## config.mk

```make
export PLATFORM = sky130hd
export DESIGN_NAME = mdscan_seq
export DESIGN_NICKNAME = d
export VERILOG_FILES = /design/src/rtl/mdscan_pkg.sv /design/src/rtl/mdscan_idcap.sv /design/src/rtl/mdscan_linkdec.sv /design/src/rtl/mdscan_seq.sv
export SDC_FILE = /design/constraint.sdc
export NUM_CORES = 1
export LEC_CHECK = 0
export ABC_AREA = 1
export CORE_MARGIN = 3
export CORE_UTILIZATION = 25
export DETAILED_ROUTE_END_ITERATION = 6
export PLACE_DENSITY_LB_ADDON = 0.2
export SYNTH_ARGS = -nofsm -noshare
export SYNTH_HDL_FRONTEND = slang
export SYNTH_HIERARCHICAL = 1
export SYNTH_SLANG_ARGS = --single-unit
```

## constraint.sdc

```tcl
create_clock -name clk -period 4.8 [get_ports clk]
set_clock_uncertainty 0.15 [all_clocks]
set_input_delay 0.96 -clock clk [delete_from_list [all_inputs] [get_ports clk]]
set_output_delay 0.96 -clock clk [all_outputs]
set_load 0.01 [all_outputs]
```

## src/rtl/mdscan_pkg.sv

```systemverilog
package mdscan_pkg;

    localparam int MD_DW = 16;

    // register numbers on the management bus
    localparam logic [4:0] REG_ID_HI = 5'd2;
    localparam logic [4:0] REG_ID_LO = 5'd3;
    localparam logic [4:0] REG_ABIL  = 5'd5;

    // ability bit positions in register 5 (contiguous, lowest first)
    localparam int ABIL_10FD = 6;
    localparam int ABIL_TXHD = 7;
    localparam int ABIL_TXFD = 8;

    typedef enum logic [2:0] {
        ST_IDLE,
        ST_ASK,
        ST_WAIT,
        ST_EMIT,
        ST_DONE
    } scan_st_e;

    typedef enum logic [1:0] {
        RD_ID_LO,
        RD_ID_HI,
        RD_ABIL
    } rd_step_e;

    typedef struct packed {
        logic [21:0] oui;
        logic [5:0]  model;
        logic [3:0]  rev;
    } phy_id_t;

    typedef struct packed {
        logic fast;
        logic full;
    } link_mode_t;

    function automatic phy_id_t split_id(input logic [MD_DW-1:0] hi,
                                         input logic [MD_DW-1:0] lo);
        logic [2*MD_DW-1:0] w;
        phy_id_t r;
        w       = {hi, lo};
        r.oui   = w[31:10];
        r.model = w[9:4];
        r.rev   = w[3:0];
        return r;
    endfunction

    // bits: [2]=100 full, [1]=100 half, [0]=10 full
    function automatic link_mode_t decode_abil(input logic [2:0] b,
                                               input logic fail);
        link_mode_t m;
        m.fast = !fail && (b[2] || b[1]);
        m.full = !fail && (b[2] || b[0]);
        return m;
    endfunction

endpackage

```

## src/rtl/mdscan_idcap.sv

```systemverilog
module mdscan_idcap
    import mdscan_pkg::*;
(
    input  logic             clk,
    input  logic             rst,
    input  logic             cap_lo,
    input  logic             cap_hi,
    input  logic [MD_DW-1:0] word,
    output phy_id_t          id
);
    logic [MD_DW-1:0] lo_q, hi_q;

    always_ff @(posedge clk) begin
        if (rst) begin
            lo_q <= '0;
            hi_q <= '0;
        end else begin
            if (cap_lo) lo_q <= word;
            if (cap_hi) hi_q <= word;
        end
    end

    assign id = split_id(hi_q, lo_q);

    // the upper half of the vendor identifier follows the reg2 capture
    p_hi_capture_r4: assert property (@(posedge clk) disable iff (rst)
        cap_hi |=> id.oui[21:6] == $past(word));

endmodule

```

## src/rtl/mdscan_linkdec.sv

```systemverilog
module mdscan_linkdec
    import mdscan_pkg::*;
(
    input  logic       clk,
    input  logic       rst,
    input  logic       cap,
    input  logic       fail,
    input  logic [2:0] abil_bits,
    output link_mode_t mode
);
    always_ff @(posedge clk) begin
        if (rst) mode <= '0;
        else if (cap) mode <= decode_abil(abil_bits, fail);
    end

    // a failed ability read falls back to 10 Mb/s half duplex
    p_fallback_r7: assert property (@(posedge clk) disable iff (rst)
        (cap && fail) |=> (!mode.fast && !mode.full));

endmodule

```

## src/rtl/mdscan_seq.sv

```systemverilog
module mdscan_seq
    import mdscan_pkg::*;
#(
    parameter int ADDR_W = 5
) (
    input  logic              clk,
    input  logic              rst,
    input  logic              start_i,
    output logic              done_o,
    output logic              req_valid_o,
    input  logic              req_ready_i,
    output logic [ADDR_W-1:0] req_phy_o,
    output logic [4:0]        req_reg_o,
    input  logic              rsp_valid_i,
    input  logic              rsp_err_i,
    input  logic [MD_DW-1:0]  rsp_data_i,
    output logic              rec_valid_o,
    input  logic              rec_ready_i,
    output logic [ADDR_W-1:0] rec_addr_o,
    output logic [21:0]       rec_oui_o,
    output logic [5:0]        rec_model_o,
    output logic [3:0]        rec_rev_o,
    output logic              rec_fast_o,
    output logic              rec_full_o
);
    localparam logic [ADDR_W-1:0] LAST_ADDR = '1;

    scan_st_e          st;
    rd_step_e          step;
    logic [ADDR_W-1:0] addr;
    logic              got, adv, cap_lo, cap_hi, cap_ab;
    phy_id_t           id;
    link_mode_t        mode;

    assign got    = (st == ST_WAIT) && rsp_valid_i;
    assign cap_lo = got && !rsp_err_i && (step == RD_ID_LO);
    assign cap_hi = got && !rsp_err_i && (step == RD_ID_HI);
    assign cap_ab = got && (step == RD_ABIL);
    assign adv    = (got && rsp_err_i && (step != RD_ABIL)) ||
                    ((st == ST_EMIT) && rec_ready_i);

    always_ff @(posedge clk) begin
        if (rst) begin
            st   <= ST_IDLE;
            addr <= '0;
            step <= RD_ID_LO;
        end else if (adv) begin
            if (addr == LAST_ADDR) begin
                st <= ST_DONE;
            end else begin
                addr <= addr + 1'b1;
                step <= RD_ID_LO;
                st   <= ST_ASK;
            end
        end else begin
            case (st)
                ST_IDLE: if (start_i) begin
                    addr <= '0;
                    step <= RD_ID_LO;
                    st   <= ST_ASK;
                end
                ST_ASK:  if (req_ready_i) st <= ST_WAIT;
                ST_WAIT: if (rsp_valid_i) begin
                    if (step == RD_ABIL) begin
                        st <= ST_EMIT;
                    end else begin
                        step <= (step == RD_ID_LO) ? RD_ID_HI : RD_ABIL;
                        st   <= ST_ASK;
                    end
                end
                ST_EMIT: ;
                ST_DONE: st <= ST_IDLE;
                default: st <= ST_IDLE;
            endcase
        end
    end

    always_comb begin
        case (step)
            RD_ID_LO: req_reg_o = REG_ID_LO;
            RD_ID_HI: req_reg_o = REG_ID_HI;
            default:  req_reg_o = REG_ABIL;
        endcase
    end

    mdscan_idcap u_idcap (
        .clk    (clk),
        .rst    (rst),
        .cap_lo (cap_lo),
        .cap_hi (cap_hi),
        .word   (rsp_data_i),
        .id     (id)
    );

    mdscan_linkdec u_link (
        .clk       (clk),
        .rst       (rst),
        .cap       (cap_ab),
        .fail      (rsp_err_i),
        .abil_bits (rsp_data_i[ABIL_TXFD:ABIL_10FD]),
        .mode      (mode)
    );

    assign req_valid_o = (st == ST_ASK);
    assign req_phy_o   = addr;
    assign rec_valid_o = (st == ST_EMIT);
    assign rec_addr_o  = addr;
    assign rec_oui_o   = id.oui;
    assign rec_model_o = id.model;
    assign rec_rev_o   = id.rev;
    assign rec_fast_o  = mode.fast;
    assign rec_full_o  = mode.full;
    assign done_o      = (st == ST_DONE);

    // request fields hold until the frame master takes them
    p_req_hold_r2: assert property (@(posedge clk) disable iff (rst)
        (req_valid_o && !req_ready_i) |=>
            (req_valid_o && $stable(req_phy_o) && $stable(req_reg_o)));

    // the first request at a fresh address reads register 3
    p_first_read_r2: assert property (@(posedge clk) disable iff (rst)
        (req_valid_o && (req_phy_o != $past(req_phy_o))) |->
            (req_reg_o == REG_ID_LO));

    // a stalled record does not move
    p_rec_hold_r8: assert property (@(posedge clk) disable iff (rst)
        (rec_valid_o && !rec_ready_i) |=>
            (rec_valid_o && $stable(rec_addr_o) && $stable(rec_oui_o) &&
             $stable(rec_model_o) && $stable(rec_rev_o) &&
             $stable(rec_fast_o) && $stable(rec_full_o)));

    // no bus traffic while a record is pending
    p_excl_r8: assert property (@(posedge clk) disable iff (rst)
        rec_valid_o |-> !req_valid_o);

    // done is a single-cycle pulse, raised at the top address
    p_done_pulse_r9: assert property (@(posedge clk) disable iff (rst)
        done_o |=> !done_o);
    p_done_last_r9: assert property (@(posedge clk) disable iff (rst)
        done_o |-> (req_phy_o == LAST_ADDR && !req_valid_o));

endmodule

```

# Word level (Yosys, flattened, before mapping)
# Index checks and enable logic that the tools add are counted.
# classes
add_sub_neg,1
eq_ne,14
n_mux,19
reduce_logical,22
# ops
op,count
two-way mux 5 bit,4
two-way mux 3 bit,5
two-way mux 2 bit,7
one-hot mux 3 bit (4 select lines),1
logical AND 1 bit,10
!= test 3 bit (second input constant),3
== test 3 x 2 -> 1 bit (second input constant),2
one-hot mux 3 bit (2 select lines),1
adder 5 x 1 -> 5 bit (second input constant),1
== test 5 bit (second input constant),1
AND reduction 5 bit,1
!= test 2 bit (second input constant),2
one-hot mux 2 bit (2 select lines),1
AND reduction 4 bit,1
nonzero test 2 bit,2
== test 3 x 1 -> 1 bit (second input constant),1
== test 3 bit (second input constant),1
zero test 3 bit,1
logical OR 1 bit,3
!= test 3 x 1 -> 1 bit (second input constant),1
AND reduction 3 bit,1
nonzero test 3 bit,1
== test 2 x 1 -> 1 bit (second input constant),1
== test 2 bit (second input constant),1
other kinds (3),3
# totals
reg_bits,44
input_bits,23

# Logic depth before layout (Yosys ltp)
# Gate-level depths: netlist of run 1.
# logic_depth
ltp_word,7
depth_mapped,10

# Modules after synthesis
# The synthesis of run 1 kept the hierarchy.
# modules_own_cells
module,instances,cells_each,area_per_inst_um2,seq_area_each_um2
mdscan_idcap,1,186,1267.5,640.6
mdscan_seq,1,113,716.9,200.2
mdscan_linkdec,1,15,93.8,40.0

# Worst setup path after synthesis of run 1
# No wires, ideal clock.
# synth_timing
kind,input to register
from,input rsp_valid_i
to,register u_idcap.lo_q[10]
t_arrival_ps,1766
required_ps,4537
path_slack_ps,2772
cell_stages,8
n_path_buf,1
path_cell_list,inv_1 nor2_1 nand2_1 nor2_1 buf_6 nand2_1 nand2_1 nor2_1
# synth_via
elab_chain_cells,3
# synth_lines
element,line_no,rtl
"start, declared",mdscan_seq.sv:14,"input logic rsp_valid_i,"
logical AND 1 bit,mdscan_seq.sv:35,assign got = (st == ST_WAIT) && rsp_valid_i;
logical AND 1 bit (2 in series),mdscan_seq.sv:36,assign cap_lo = got && !rsp_err_i && (step == RD_ID_LO);
via cap_lo,mdscan_seq.sv:31,"logic got, adv, cap_lo, cap_hi, cap_ab;"
"end signal, assigned",mdscan_idcap.sv:18,if (cap_lo) lo_q <= word;
"end, declared",mdscan_idcap.sv:11,"logic [MD_DW-1:0] lo_q, hi_q;"
# The timed path passes the listed nets, and every way through them passes these cells.
# A chain may end at the register's enable or synchronous reset.

# Worst setup path in the final report of run 1
# layout_timing
from,register st[0]
to,output rec_valid_o
# layout_via
elab_chain_cells,1
# layout_lines
element,line_no,rtl
"start, declared",mdscan_seq.sv:28,scan_st_e st;
"start signal, assigned",mdscan_seq.sv:44,st <= ST_IDLE;
"start signal, assigned",mdscan_seq.sv:49,st <= ST_DONE;
"start signal, assigned",mdscan_seq.sv:53,st <= ST_ASK;
== test 3 x 2 -> 1 bit,mdscan_seq.sv:106,assign rec_valid_o = (st == ST_EMIT);
"end, declared",mdscan_seq.sv:17,"output logic rec_valid_o,"
# No other way between the ends.

==> results.md, run 1 <==
- Status: finished, final reports clean
- Final core occ: 36.8%
- Clk sink count: 44
- Nets: 404
- Grt total ovfl: 0
- CP max stage cell: clkdlybuf4s50_1
- Postcts setup bufs: 0
- Worst-margin pin slew: 0.997 ns
- PD cells: 361 nW/um2
- Initial DRT Pass Iterations: 4
- Critical path class: reg -> out
- CP required: 3.69 ns
- DRC: 0
- Worst hold start: u_link/mode[0]$_SDFFE_PP0P_
- Worst-path fanout max: 6
- Setup_tns: 0 ns
- Clk slew on worst S/H paths: 0.09 ns
- Hold Path Class: reg -> reg
- Initial antenna violation count: 0
- Setup WS post-layout: 2.12 ns
- Fin. max-slew vios: 0
- Wire length per cell: 10.3 um
- CP Launch Type: flop
- CTS buffer count: 5
- Final setup violation count: 0
- GRT Util Overall: 10.6%
- Yosys top cell by area: dfxtp_1
- Largest net degree at the start of global routing: 33
- Area grow syn2layout: 39.7%
- Resize count post-CTS: 0
- Crit path cell chain: nand2_1 > nor2_4 > clkdlybuf4s50_1
- Top_reg_cell synth: dfxtp_1
- Number of global-route vias before repair: 1,774
- Post-place setup slack: 1.99 ns
- Leakage power: 1.23 nW
- Cell family with most CP delay: buffers and inverters
- Placer Congestion: 0.815
- CP Launch Point: st[0]$_SDFFE_PP0P_
- Chip width: 97.2 um
- Vias after detailed routing: 1,933
- Initial Utilization: 26.3%
- Commonest non-fill, non-tap cell in the layout: nand2_1
- CTS hold repair buffers: 0
- CP bufs+invs: 1
- Clock latency on the worst-skew pair: 0.30 ns
- Synthesized cell area: 2080 um2
- Tmin final: 2.68 ns
- EDFF count, synth: 0
- Synth top area share: 42.4%
- Most frequent cells in the layout: nand2_1 (91), nor2_1 (81), clkdlybuf4s50_1 (72)
- Arr. time, crit path: 1.57 ns
- Vias per cell: 4.01
- Peak supply drop: 135 uV
- First-pass GRT wire length: 8200 um
- Rows: 32
- Fmax: 373 MHz
- ANT cells: 0
- Detailed Route Iter0 Violations: 73
- Antenna-violating nets left: 0
- Max-cap check violation count: 0
- CTS H-tree lvls: 2
- Hold Violations, Final: 0
- Number of synthesized register bits: 44
- Worst slew margin: 33.4%
- CP max stage delay: 0.54 ns
- Dpl hpwl: 3670 um
- Die area: 9440 um2
- Post-synthesis sequential area ratio: 42.4%
- Syn_area_per_cell: 6.62 um2
- RSZ-0062 raised after global routing: false
- Unique masters post-synth: 24
- Drt total wl: 4950 um
- FFs w/ async S/R, synth: 0%
- Reg-to-reg startpoint: st[0]$_SDFFE_PP0P_
- Longest Clk Path Bufs: 2
- CTS tree: built
- # IOs: 75
- Final Cycle Share: 55.9%
- CTS Root Cell: clkbuf_8
- Core Box Area: 7890 um2
- Top cells by area, synth: dfxtp_1 (42%), nand2_1 (16%), nor2_1 (15%)
- Port Buffers: 72
- Synth warn: 6
- Layout cells sized above 1: 5.53%
- Critical Path End Type: output port
- Cell count after synthesis: 314
- Chip height: 97.2 um
power breakdown:
part | internal (mW) | switching [mW] | total (mW)
clock | 0.103 | 0.135 | 0.238
combinational | 0.169 | 0.204 | 0.374
sequential | 0.402 | 0.0345 | 0.437
final cells by class:
class / count / area [um2]
clock buffer: 5 / 68.8
clock inverter: 3 / 23.8
fill: 861 / 4980
inverter: 38 / 143
multi-input combinational: 216 / 925
sequential: 44 / 881
tap: 102 / 128
timing repair buffer: 74 / 736
cell usage after synthesis (all sizes together), types with 2 or more instances:
master,instances
nand2,94
dfxtp,44
o21ai,5
nand3,11
nor2,87
buf,16
nor3,4
inv,38
ha,2
a21oi,7
routing by layer:
layer  track usage, %  wire, um  up-vias
met4             3.89        68        0
met5                0         0        -
met2             17.2      2340       37
met3             2.87       210        4
li1                 -         -     1054
met1             13.5      2330      838
worst register-to-register path, stage by stage, from the launching register on:
cell and delay, ns:
dfxtp_1 0.35, nor2_4 0.19, nand2_1 0.13, nor2_1 0.15, nand2_1 0.11, nor2_2 0.08
buf_4 0.31, nand2_1 0.12, nand2_1 0.07, nor2_1 0.05
worst paths after layout:
path / endpoint / slack [ns] / cells past startpoint
max: rec_valid_o / 2.12 / 3
min: u_link/mode[0]$_SDFFE_PP0P_ / 0.32 / 2
max reg2reg: u_idcap/hi_q[7]$_SDFFE_PP0P_ / 3.01 / 9
min reg2reg: u_link/mode[0]$_SDFFE_PP0P_ / 0.32 / 2
registers in the layout (all words and copies together) (netlist names):
name and cells:
rec_addr_o 5, st 3, step 2, u_idcap/hi_q 16, u_idcap/lo_q 16, u_link/mode 2
cells by family after synthesis:
group	synth area share, %
buffers and inverters	13.5
adder cells (fa/ha/maj)	1.20
other	0.180
XOR/XNOR	0.422
AND/OR/NAND/NOR	38.5
flip-flops	42.4
AO/OA/AOI/OAI	3.79
metrics by stage:
stage	cells	instance area [um2]	hold WS (ns)	power [mW]
global placement	474	2810	0.306	0.824
global route	482	2900	0.337	1.13
floorplan	315	2080	0.331	0.681
detailed placement	474	2810	0.311	0.824
finish	482	2900	0.322	1.05
CTS	482	2900	0.326	1.07
No activity file was read; power rests on OpenSTA's default activity.
==> run 2, diff against run 1 <==
==> constraint.sdc (replaced) <==
create_clock -name clk -period 2.2 [get_ports clk]
set_clock_uncertainty 0.15 [all_clocks]
set_input_delay 0.44 -clock clk [delete_from_list [all_inputs] [get_ports clk]]
set_output_delay 0.44 -clock clk [all_outputs]
set_load 0.01 [all_outputs]
==> results.md, run 2 (same netlist as run 1, synthesis figures left out) <==
- First-pass GRT wire length: 8510 um
- Crit path cell chain: nand2_2 > nor2_4 > clkdlybuf4s50_1
- ANT cells: 0
- Clock latency on the worst-skew pair: 0.28 ns
- Tmin final: 2.08 ns
- CP bufs+invs: 1
- Peak supply drop: 332 uV
- GRT Util Overall: 10.7%
- Largest net degree at the start of global routing: 33
- Worst-path fanout max: 6
- Metal2 WL: 2400 um
- Highest routed layer: met4
- Status: finished, final reports clean
- Setup_tns: 0 ns
- Pwr Total: 2.44 mW
- Critical Path End Type: output port
- CTS tree: built
- Setup WS post-layout: 0.120 ns
- CTS buffer count: 5
- CP required: 1.61 ns
- Nets: 406
- Leakage power: 1.26 nW
- Core Box Area: 7890 um2
- Initial antenna violation count: 0
- Wire length per cell: 10.5 um
- Drt total wl: 5080 um
- Path depth of the worst reg2reg path: 9
- DRC: 0
- M1 WL: 2340 um
- Worst hold start: u_link/mode[0]$_SDFFE_PP0P_
- Area grow syn2layout: 43.2%
- Grt total ovfl: 0
- CTS H-tree lvls: 2
- Cell family with most CP delay: buffers and inverters
- Resize count post-CTS: 0
- Die area: 9440 um2
- Hold Path Class: reg -> reg
- Vias after detailed routing: 1,946
- Detailed Route Iter0 Violations: 96
- Max-cap check violation count: 0
- Fill count: 850
- Hold WS: 0.319 ns
- Initial DRT Pass Iterations: 4
- R2R Path End: u_idcap/hi_q[3]$_SDFFE_PP0P_
- # IOs: 75
- RSZ-0062 raised after global routing: false
- Number of global-route vias before repair: 1,827
- Post-place setup slack: 0.185 ns
- Most frequent cells in the layout: nand2_1 (90), nor2_1 (81), clkdlybuf4s50_1 (72)
- Fin. max-slew vios: 0
- Reg-to-reg startpoint: st[0]$_SDFFE_PP0P_
- Worst R2R Setup Slack: 0.51 ns
- CTS hold repair buffers: 0
- Cell Area, Placed: 2850 um2
- Initial Utilization: 26.3%
- Dpl hpwl: 3790 um
- Vias per cell: 4.02
- Layout cells sized above 1: 6.54%
- Rows: 32
- PD cells: 818 nW/um2
- Final setup violation count: 0
- Chip width: 97.2 um
- Finished layout cell area: 2980 um2
- CP max stage cell: clkdlybuf4s50_1
- Placer Congestion: 0.779
- Clk sink count: 44
- Longest Clk Path Bufs: 2
- Final Cycle Share: 94.5%
- Non-Filler Instances: 484
- Crit path to: rec_valid_o
- CP max stage delay: 0.54 ns
- Chip height: 97.2 um
- Final core occ: 37.7%
- Fmax: 481 MHz
- Port Buffers: 72
- Critical path class: reg -> out
- Antenna-violating nets left: 0
- CP Launch Type: flop
- Commonest non-fill, non-tap cell in the layout: nand2_1
- Postcts setup bufs: 0
- CP Launch Point: st[0]$_SDFFE_PP0P_
- Met3 wire length: 307 um
- WP depth: 3
- Placed insts: 476
- Arr. time, crit path: 1.49 ns
- CTS Root Cell: clkbuf_8
- Clk slew on worst S/H paths: 0.08 ns
- Hold Violations, Final: 0
-- run 2: changes by cell type in the layout (fill, tap and decap cells not counted), sizes merged --
cell      previous run  this run
clkinvlp             2         0
clkbuf               5         6
bufinv               0         1
buf                  2         4
-- run 2: layout make-up --
class                      instances  area, um2  area share, %
clock inverter                     2       38.8           1.30
tap                              102        128           4.29
clock buffer                       6       82.6           2.77
multi-input combinational        216        927           31.1
timing repair buffer              76        776           26.1
inverter                          38        143           4.79
sequential                        44        882           29.6
-- run 2: worst register-to-register path: stages, from the launching register on --
cell     delay, ns
dfxtp_1       0.36
nor2_4        0.20
nand2_1       0.13
nor2_1        0.14
nand2_1       0.10
nor2_2        0.14
buf_12        0.20
nand2_1       0.08
nand2_1       0.06
nor2_1        0.04
-- run 2: power breakdown --
| part | internal (mW) | switching (mW) |
|---|---|---|
| clock network | 0.372 | 0.280 |
| logic | 0.378 | 0.451 |
| registers | 0.879 | 0.0761 |
-- run 2: layer usage --
metal,GRT usage (%),up-vias
li1,-,1052
met1,13.4,851
met2,17.8,41
met3,3.66,2
met4,2.59,0
met5,0,-
-- run 2: worst min path at each step --
stage / to / slack, ns / cells past startpoint
6_report: u_link/mode[0]$_SDFFE_PP0P_ / 0.32 / 2
5_1_grt: u_idcap/lo_q[7]$_SDFFE_PP0P_ / 0.34 / 2
4_1_cts: u_idcap/lo_q[1]$_SDFFE_PP0P_ / 0.33 / 2
3_5_place_dp: u_idcap/lo_q[1]$_SDFFE_PP0P_ / 0.31 / 2
3_3_place_gp: u_idcap/lo_q[12]$_SDFFE_PP0P_ / 0.31 / 2
2_1_floorplan: u_link/mode[0]$_SDFFE_PP0P_ / 0.33 / 2
==> run 3, diff against run 2 <==
--- a/config.mk
+++ b/config.mk
@@ -8,6 +8,7 @@
 export ABC_AREA = 1
 export CORE_MARGIN = 3
 export CORE_UTILIZATION = 25
+export CTS_BUF_LIST = sky130_fd_sc_hd__clkbuf_2
 export DETAILED_ROUTE_END_ITERATION = 6
 export PLACE_DENSITY_LB_ADDON = 0.2
 export SYNTH_ARGS = -nofsm -noshare
==> results.md, run 3 (same netlist as run 1, synthesis figures left out) <==
- Status: finished, final reports clean
- Clk slew on worst S/H paths: 0.22 ns
- Initial Utilization: 26.3%
- Pwr Total: 2.25 mW
- Fin. max-slew vios: 0
- Crit path cell chain: clkdlybuf4s50_1
- Commonest non-fill, non-tap cell in the layout: nand2_1
- Grt total ovfl: 0
- First-pass GRT wire length: 8600 um
- Area grow syn2layout: 41.1%
- DRC: 0
- Dpl hpwl: 3790 um
- Wire length per cell: 10.6 um
- Vias after detailed routing: 1,949
- Peak supply drop: 361 uV
- Hold path cells: 2
- Port Buffers: 72
- Hold Path Class: reg -> reg
- Tmin final: 2.03 ns
- Core Box Area: 7890 um2
- Non-Filler Instances: 484
- CP max stage cell: clkdlybuf4s50_1
- Fmax: 492 MHz
- Postcts setup bufs: 0
- Setup_tns: 0 ns
- Leakage power: 1.27 nW
- Drt total wl: 5110 um
- Critical Path End Type: output port
- Longest Clk Path Bufs: 2
- Final setup violation count: 0
- RSZ-0062 raised after global routing: false
- Max-cap check violation count: 0
- CTS H-tree lvls: 2
- CP max stage delay: 0.57 ns
- Rows: 32
- CTS tree: built
- Chip width: 97.2 um
- Detailed Route Iter0 Violations: 84
- Chip height: 97.2 um
- GRT Util Overall: 10.9%
- Antenna-violating nets left: 0
- Worst-path fanout max: 5
- Placed insts: 476
- Worst R2R Setup Slack: 0.53 ns
- CP Launch Point: rec_addr_o[3]$_SDFFE_PP0P_
- WP depth: 1
- Final core occ: 37.2%
- Cell family with most CP delay: buffers and inverters
- Critical path class: reg -> out
- Initial DRT Pass Iterations: 5
- Nets: 406
- Worst hold start: u_link/mode[0]$_SDFFE_PP0P_
- Most frequent cells in the layout: nand2_1 (90), nor2_1 (81), clkdlybuf4s50_1 (68)
- Final Cycle Share: 92.5%
- Arr. time, crit path: 1.44 ns
- Clock latency on the worst-skew pair: 0.40 ns
- Number of global-route vias before repair: 1,858
- CTS Root Cell: clkbuf_2
- Path depth of the worst reg2reg path: 9
- Reg-to-reg startpoint: st[0]$_SDFFE_PP0P_
- CP required: 1.61 ns
- CP Launch Type: flop
- CP bufs+invs: 1
- Placer Congestion: 0.779
- Largest net degree at the start of global routing: 33
- Initial antenna violation count: 0
- CTS hold repair buffers: 0
- # IOs: 75
- Hold Violations, Final: 0
- Layout cells sized above 1: 7.33%
- ANT cells: 0
- Die area: 9440 um2
- CTS buffer count: 5
- PD cells: 767 nW/um2
- Vias per cell: 4.03
- Clk sink count: 44
run 3: changes by cell type in the layout (fill, tap and decap cells not counted):
cell	delta
dlygate4sd2_1	+2
dfxtp_2	+3
clkbuf_8	-6
dfxtp_1	-4
clkbuf_2	+5
clkinv_1	+1
dlymetal6s2s_1	+2
dfxtp_4	+1
clkdlybuf4s50_1	-4
run 3: cell type report:
type	instances	area, um2
clock buffer	5	25.0
clock inverter	3	42.5
fill	852	4950
inverter	38	143
multi-input combinational	216	927
sequential	44	890
tap	102	128
timing repair buffer	76	778
run 3: repair_timing:
action | in CTS | in global routing
resized for setup | 7 | 4
cloned | 0 | 0
endpoints found under the setup margin | 4 | 3
run 3: final timing paths:
path | to
setup / recovery | rec_addr_o[3]
hold / removal | u_link/mode[0]$_SDFFE_PP0P_
setup reg to reg | u_idcap/hi_q[15]$_SDFFE_PP0P_
hold reg to reg | u_link/mode[0]$_SDFFE_PP0P_
run 3: where the power goes:
part           internal (mW)  switching, mW  total [mW]
clock network          0.191          0.272       0.463
logic                  0.368          0.450       0.819
registers              0.890         0.0765       0.967
total                   1.45          0.799        2.25
run 3: layer usage:
metal  up-vias  track usage [%]  routed length (um)
li1       1051                -                   -
met1       853             13.6                2360
met2        40             17.8                2370
met3         5             3.02                 315
met4         0             4.54                  62
met5         -                0                   0
run 3: metrics by stage:
step / setup WS [ns] / hold slack [ns] / area, um2
3_3_place_gp: 0.210 / 0.308 / 2850
6_report: 0.166 / 0.331 / 2930
4_1_cts: 0.0123 / 0.339 / 2920
3_5_place_dp: 0.185 / 0.313 / 2850
2_1_floorplan: 0.579 / 0.331 / 2080
5_1_grt: 0.0273 / 0.349 / 2930
run 3: tightest hold or removal path, cell delays in order (launching register included):
cell,delay (ns)
dfxtp_1,0.36
nand2_1,0.06
a21oi_1,0.05
